[config.mk]
export PLATFORM = sky130hd
export DESIGN_NAME = syncrx_top
export DESIGN_NICKNAME = d
export VERILOG_FILES = /design/src/rtl/syncrx_pkg.sv /design/src/rtl/syncrx_datapath.sv /design/src/rtl/syncrx_ctrl.sv /design/src/rtl/syncrx_top.sv
export SDC_FILE = /design/constraint.sdc
export NUM_CORES = 1
export LEC_CHECK = 0
export BUFFER_PORTS_ARGS = -buffer_cell sky130_fd_sc_hd__buf_2
export CORE_ASPECT_RATIO = 1.2
export CORE_MARGIN = 2
export CORE_UTILIZATION = 57
export CTS_BUF_LIST = sky130_fd_sc_hd__clkbuf_2
export DETAILED_ROUTE_END_ITERATION = 8
export PLACE_DENSITY = 0.89
export SLEW_MARGIN = 20
export SYNTH_ARGS = -nofsm -noshare
export SYNTH_HDL_FRONTEND = slang
export SYNTH_SLANG_ARGS = --single-unit
export TNS_END_PERCENT = 50
[constraint.sdc]
create_clock -name clk -period 3 [get_ports clk]
set_clock_uncertainty 0.05 [all_clocks]
set_input_delay 0.15 -clock clk [delete_from_list [all_inputs] [get_ports clk]]
set_output_delay 0.15 -clock clk [all_outputs]
set_load 0.01 [all_outputs]
[src/rtl/syncrx_pkg.sv]
package syncrx_pkg;

  typedef enum logic [1:0] {
    ST_HUNT  = 2'd0,
    ST_SYNC2 = 2'd1,
    ST_DATA  = 2'd2
  } rxState_t;

  // strobes from control to datapath
  typedef struct packed {
    logic presetSr;
    logic shiftEn;
    logic cntClr;
    logic loadHold;
  } dpCtrl_t;

  // status word, bit2 = sync, bit1 = overrun, bit0 = ready
  typedef struct packed {
    logic syn;
    logic ovr;
    logic rdy;
  } rxStat_t;

endpackage

[src/rtl/syncrx_datapath.sv]
module syncrx_datapath
  import syncrx_pkg::*;
#(
  parameter int MAX_LEN = 8,
  parameter int MIN_LEN = 5,
  parameter int LSEL_W  = 2
) (
  input  logic                       clk,
  input  logic                       rstN,
  input  dpCtrl_t                    ctl,
  input  logic                       rxBit,
  input  logic [LSEL_W-1:0]          lenSel,
  input  logic [MAX_LEN-1:0]         sync1,
  input  logic [MAX_LEN-1:0]         sync2,
  output logic                       match1,
  output logic                       match2,
  output logic                       lastBit,
  output logic [MAX_LEN-1:0]         holdQ,
  output logic [MAX_LEN-1:0]         srQ,
  output logic [$clog2(MAX_LEN)-1:0] bitCnt
);

  localparam int CNT_W = $clog2(MAX_LEN);
  localparam int LEN_W = $clog2(MAX_LEN + 1);

  logic [LEN_W-1:0]   charLen;
  logic [LEN_W-1:0]   shAmt;
  logic [MAX_LEN-1:0] srNext;
  logic [MAX_LEN-1:0] window;
  logic [MAX_LEN-1:0] lenMask;

  assign charLen = LEN_W'(MIN_LEN) + LEN_W'(lenSel);
  assign shAmt   = LEN_W'(MAX_LEN) - charLen;

  // newest bit enters at the top, oldest (LSB) falls off the bottom
  assign srNext = {rxBit, srQ[MAX_LEN-1:1]};
  assign window = srNext >> shAmt;

  for (genvar i = 0; i < MAX_LEN; i++) begin : g_mask
    assign lenMask[i] = (LEN_W'(i) < charLen);
  end

  assign match1  = (window == (sync1 & lenMask));
  assign match2  = (window == (sync2 & lenMask));
  assign lastBit = (LEN_W'(bitCnt) == (charLen - LEN_W'(1)));

  always_ff @(posedge clk) begin
    if (!rstN) begin
      srQ <= '1;
    end else if (ctl.presetSr) begin
      srQ <= '1;
    end else if (ctl.shiftEn) begin
      srQ <= srNext;
    end
  end

  always_ff @(posedge clk) begin
    if (!rstN) begin
      bitCnt <= '0;
    end else if (ctl.cntClr) begin
      bitCnt <= '0;
    end else if (ctl.shiftEn) begin
      bitCnt <= bitCnt + CNT_W'(1);
    end
  end

  always_ff @(posedge clk) begin
    if (!rstN) begin
      holdQ <= '0;
    end else if (ctl.loadHold) begin
      holdQ <= window;
    end
  end

endmodule

[src/rtl/syncrx_ctrl.sv]
module syncrx_ctrl
  import syncrx_pkg::*;
(
  input  logic     clk,
  input  logic     rstN,
  input  logic     bitEn,
  input  logic     enterHunt,
  input  logic     extMode,
  input  logic     dblSync,
  input  logic     extSyncIn,
  input  logic     match1,
  input  logic     match2,
  input  logic     lastBit,
  input  logic     chipSel,
  input  logic     readStb,
  input  logic     regSel,
  output dpCtrl_t  ctl,
  output rxState_t state,
  output rxStat_t  liveQ,
  output rxStat_t  statusQ
);

  logic     stRd, dRd, stRdQ, dRdQ, stEnd, dEnd;
  logic     extPrevQ, extRise;
  logic     evSyn, evChar;
  rxState_t nextState;
  rxStat_t  liveNext;

  // read decode; side effects fire when the access ends
  assign stRd    = chipSel & readStb & regSel;
  assign dRd     = chipSel & readStb & ~regSel;
  assign stEnd   = stRdQ & ~stRd;
  assign dEnd    = dRdQ & ~dRd;
  assign extRise = extMode & extSyncIn & ~extPrevQ;

  always_comb begin
    ctl       = '0;
    nextState = state;
    evSyn     = 1'b0;
    evChar    = 1'b0;
    if (enterHunt) begin
      ctl.presetSr = 1'b1;
      ctl.cntClr   = 1'b1;
      nextState    = ST_HUNT;
    end else begin
      if (extRise) begin
        evSyn = 1'b1;
        if (state == ST_HUNT) begin
          nextState  = ST_DATA;
          ctl.cntClr = 1'b1;
        end
      end
      if (bitEn) begin
        ctl.shiftEn = 1'b1;
        unique case (state)
          ST_HUNT: begin
            ctl.cntClr = 1'b1;
            if (!extMode && match1) begin
              if (dblSync) begin
                nextState = ST_SYNC2;
              end else begin
                nextState = ST_DATA;
                evSyn     = 1'b1;
              end
            end
          end
          ST_SYNC2: begin
            if (lastBit) begin
              ctl.cntClr = 1'b1;
              if (match2) begin
                nextState = ST_DATA;
                evSyn     = 1'b1;
              end else begin
                nextState = ST_HUNT;
              end
            end
          end
          ST_DATA: begin
            if (lastBit) begin
              ctl.loadHold = 1'b1;
              ctl.cntClr   = 1'b1;
              evChar       = 1'b1;
            end
          end
          default: nextState = ST_HUNT;
        endcase
      end
    end
  end

  // live flags always track events; statusQ is the frozen copy the CPU sees
  always_comb begin
    liveNext.syn = enterHunt ? 1'b0
                 : ((liveQ.syn & ~(stEnd & statusQ.syn)) | evSyn);
    liveNext.rdy = (liveQ.rdy & ~dEnd) | evChar;
    liveNext.ovr = (liveQ.ovr & ~(stEnd & statusQ.ovr))
                 | (evChar & liveQ.rdy & ~dEnd);
  end

  always_ff @(posedge clk) begin
    if (!rstN) begin
      state    <= ST_HUNT;
      liveQ    <= '0;
      statusQ  <= '0;
      stRdQ    <= 1'b0;
      dRdQ     <= 1'b0;
      extPrevQ <= 1'b0;
    end else begin
      state    <= nextState;
      liveQ    <= liveNext;
      if (!stRd) begin
        statusQ <= liveNext;
      end
      stRdQ    <= stRd;
      dRdQ     <= dRd;
      extPrevQ <= extSyncIn;
    end
  end

endmodule

[src/rtl/syncrx_top.sv]
module syncrx_top
  import syncrx_pkg::*;
#(
  parameter int MAX_LEN = 8,
  parameter int MIN_LEN = 5,
  parameter int LSEL_W  = 2
) (
  input  logic               clk,
  input  logic               rstN,
  input  logic               bitEn,
  input  logic               rxBit,
  input  logic               enterHunt,
  input  logic [LSEL_W-1:0]  lenSel,
  input  logic               dblSync,
  input  logic               extMode,
  input  logic [MAX_LEN-1:0] sync1,
  input  logic [MAX_LEN-1:0] sync2,
  input  logic               extSyncIn,
  input  logic               chipSel,
  input  logic               readStb,
  input  logic               regSel,
  output logic [MAX_LEN-1:0] rdData
);

  localparam int CNT_W = $clog2(MAX_LEN);
  localparam int STAT_W = $bits(rxStat_t);

  dpCtrl_t            dpCtl;
  rxState_t           state;
  rxStat_t            liveQ, statusQ;
  logic               match1, match2, lastBit;
  logic [MAX_LEN-1:0] holdQ, srQ;
  logic [CNT_W-1:0]   bitCnt;

  syncrx_ctrl i_ctrl (
    .clk       (clk),
    .rstN      (rstN),
    .bitEn     (bitEn),
    .enterHunt (enterHunt),
    .extMode   (extMode),
    .dblSync   (dblSync),
    .extSyncIn (extSyncIn),
    .match1    (match1),
    .match2    (match2),
    .lastBit   (lastBit),
    .chipSel   (chipSel),
    .readStb   (readStb),
    .regSel    (regSel),
    .ctl       (dpCtl),
    .state     (state),
    .liveQ     (liveQ),
    .statusQ   (statusQ)
  );

  syncrx_datapath #(
    .MAX_LEN (MAX_LEN),
    .MIN_LEN (MIN_LEN),
    .LSEL_W  (LSEL_W)
  ) i_dp (
    .clk     (clk),
    .rstN    (rstN),
    .ctl     (dpCtl),
    .rxBit   (rxBit),
    .lenSel  (lenSel),
    .sync1   (sync1),
    .sync2   (sync2),
    .match1  (match1),
    .match2  (match2),
    .lastBit (lastBit),
    .holdQ   (holdQ),
    .srQ     (srQ),
    .bitCnt  (bitCnt)
  );

  assign rdData = regSel ? {{(MAX_LEN-STAT_W){1'b0}}, statusQ} : holdQ;

endmodule

==> run metrics <==
Max VDD drop 443 uV; register area share after synthesis 31.1%; router iterations before antenna repair 5; sw frac 29.5%; Final setup viols 0; largest family of logic cells by synthesized area simple AND/OR/NAND/NOR gates; Max Cap Viol 0; die height 66.6 um; design internal power 608 uW; initial antenna violation count 0; RR Endpoint i_ctrl.statusQ[2]; status completed; worst setup path category in -> reg; f_max 398 MHz; first-pass GRT wire length 7.52 mm; Syn. warnings 0; All-Layer GR Usage 25.8%; area leader, netlist dfxtp_1; share of flip-flops with an asynchronous set or reset 0%; largest net degree at the start of global routing 17; CP arrival 2.79 ns; Post-Synth Simple-Gate Area 26.3%; PortBufs 36; vias in the first global route 1682; Antenna Nets Post-Route 0; cell chain of the critical path buf_2, inv_1, ha_1, nand3b_4, or2_4, a311o_1, nor4b_2, nand4_1, o31a_1, o2111a_1, nor2b_1; setup tns final 0 ns; largest cells by area after synthesis dfxtp_1 31%, nand2_1 5.6%, nor2_1 4.6%, a21oi_1 4.3%, mux2i_1 4.3%; min Tclk post-route 2.51 ns; DP Wirelength 3.44 mm; top-count cell post-synth dfxtp_1; Critical Path RT 3.27 ns; Die Footprint 3750 um2; Compound-Gate Fraction of Synth Area 18.1%; gpl congestion 0.912; LEAKAGE 0.906 nW; part of the cycle the worst path needs 83.8%; Crit. Startpoint lenSel[0]; Logic pwr share 21.3%; Synth Area in XOR/XNOR 8.86%; routed via count 1770; Psw 254 uW; Nets 305; r2r setup slk 0.79 ns; mean area per synthesized cell 8.14 um2; # diodes 0; worst r2r src i_dp.srQ[5]; HP Class in -> reg; slew margin rel. 59.5%; Routed WL 4.54 mm; Top Ports 37; top_reg_cell synth dfxtp_1; Synth Area in Adders 3.89%; synthesized instance count 229; Slowest-stage cell, CP ha_1; CP Capture Point i_ctrl.statusQ[2]; grt ovf 0; Worst-path clk slew 0.18 ns; initial DRC count 96; Post-Syn Area 1860 um2; Post-CTS Setup Inserts 0; Die W 56.2 um; sequential share of power 45.7%; clk_lat worst skew 0.38 ns; Setup crit start kind input pin; number of flops mapped to enable cells by yosys 0; pwr/cell area 397 nW/um2; CP endpoint kind flip-flop; Clock Path Buffers 2; DRC 0; CTS tree built; worst-path fanout max 13; Fin Hold WS 0.0140 ns; Commonest cells post-synth 29 x dfxtp_1, 28 x nand2_1, 23 x nor2_1; Netlist cell types 49; core area 3080 um2; Final Hold Fails 0; reg2reg path depth 8; drt via density 5.75; layout cell share with drive strength beyond 1 21.0%; CP peak stage delay 0.44 ns; Clock H-tree levels 2; num rows 22; Layout Area Growth over Synthesis 16.6%; RSZ-0062 raised after global routing no; root buf cell clkbuf_2; DR WL/cell 14.8 um; Clock power frac 33.0%; Seq cells post-synth 29; clk sinks 29; initial core utilization 60.5%; post-synthesis mux area share 7.32%; total CTS buffers 5; Core Util, Final 70.5%; Final Slew Violations 0; CTS resizes 0; worst slew pin tran 0.605 ns; share of the synthesized area in the top cell type 31.1%; Synth Net Count 263; # fillers 271
[kinds of logic after synthesis]
kind of cell / count (synthesis)
compound gates: 51
flops: 29
buf+inv: 17
fa+ha+maj: 6
mux: 12
xor+xnor: 18
simple gates: 96
[stage by stage]
stage,setup slack (ns),area (um2),cells,power [mW]
final,0.486,2170,308,0.863
after global routing,0.353,2170,308,0.902
after CTS,0.528,2170,308,0.861
after detailed placement,0.125,2060,295,0.578
after global placement,0.213,2060,295,0.573
after floorplan,0.487,1860,229,0.529
[power by group through the flow]
stage / clock [mW] / combinational [mW] / sequential (mW)
after floorplan: 0 / 0.128 / 0.401
after global placement: 0 / 0.171 / 0.402
after detailed placement: 0 / 0.176 / 0.402
after CTS: 0.285 / 0.182 / 0.394
after global routing: 0.305 / 0.202 / 0.395
final: 0.285 / 0.184 / 0.394
[layout by cell type (no fill, tap or decap), types with 2 or more instances in the layout]
cell type	n
o31a_1	3
dfxtp_1	29
dlygate4sd3_1	5
a211oi_1	3
mux2_2	3
nand2b_1	4
clkinv_1	2
nor3_1	4
a311o_1	2
a221oi_1	2
or2_2	2
o22ai_1	8
clkbuf_2	5
o21ai_0	7
or2_1	2
ha_1	5
buf_4	2
nor2_1	23
nand4_1	3
or3_1	4
buf_2	36
xor2_1	8
xnor2_1	9
inv_1	7
and2_1	4
nand3b_1	3
a21oi_1	16
nand2_1	28
nor2b_1	7
nand3_1	7
mux2i_1	8
o22a_1	2
[registers in the layout (all words and copies together), names as in the netlist]
| register | flops |
|---|---|
| i_ctrl.dRdQ | 1 |
| i_ctrl.extPrevQ | 1 |
| i_dp.holdQ | 8 |
| i_ctrl.liveQ | 3 |
| i_dp.bitCnt | 3 |
| i_ctrl.stRdQ | 1 |
| i_ctrl.statusQ | 3 |
| i_ctrl.state | 2 |
| i_dp.srQ | 7 |
[worst max-delay path: cells and delay by family]
family                   cells  cell delay, ns
buffers and inverters        2            0.34
AO/OA/AOI/OAI                3            0.88
adder cells (fa/ha/maj)      1            0.44
AND/OR/NAND/NOR              5            0.97
[cell type report]
class,count,area [um2],share of cell area [%]
inverter,9,33.8,1.55
tap,36,45.0,2.07
clock inverter,3,41.3,1.90
clock buffer,5,25.0,1.15
sequential,29,581,26.7
timing repair buffer,43,245,11.3
multi-input combinational,183,1200,55.3
[worst min path at each step]
| stage | to | depth (start not counted) | from |
|---|---|---|---|
| 6_report | i_ctrl.dRdQ | 2 | regSel |
| 5_1_grt | i_ctrl.dRdQ | 2 | regSel |
| 4_1_cts | i_ctrl.dRdQ | 2 | regSel |
| 3_5_place_dp | i_ctrl.extPrevQ | 2 | extSyncIn |
| 3_3_place_gp | i_ctrl.extPrevQ | 2 | extSyncIn |
| 2_1_floorplan | i_ctrl.extPrevQ | 1 | extSyncIn |
[routing by layer]
| layer | vias to the layer above | wire length [um] | share of wire, % | GRT usage, % |
|---|---|---|---|---|
| met5 | - | 0 | 0 | 0 |
| met4 | 0 | 59 | 1.3 | 9.23 |
| met3 | 5 | 244 | 5.4 | 5.24 |
| met2 | 60 | 2240 | 49 | 45.9 |
| met1 | 812 | 2000 | 44 | 30.8 |
| li1 | 893 | - | - | - |
[repair_timing]
item / CTS / global route
hold buffers: 5 / 0
setup endpoints to repair: 0 / 0
hold endpoints to repair: 3 / 0
Note: power is estimated with default switching activity, not from simulation.
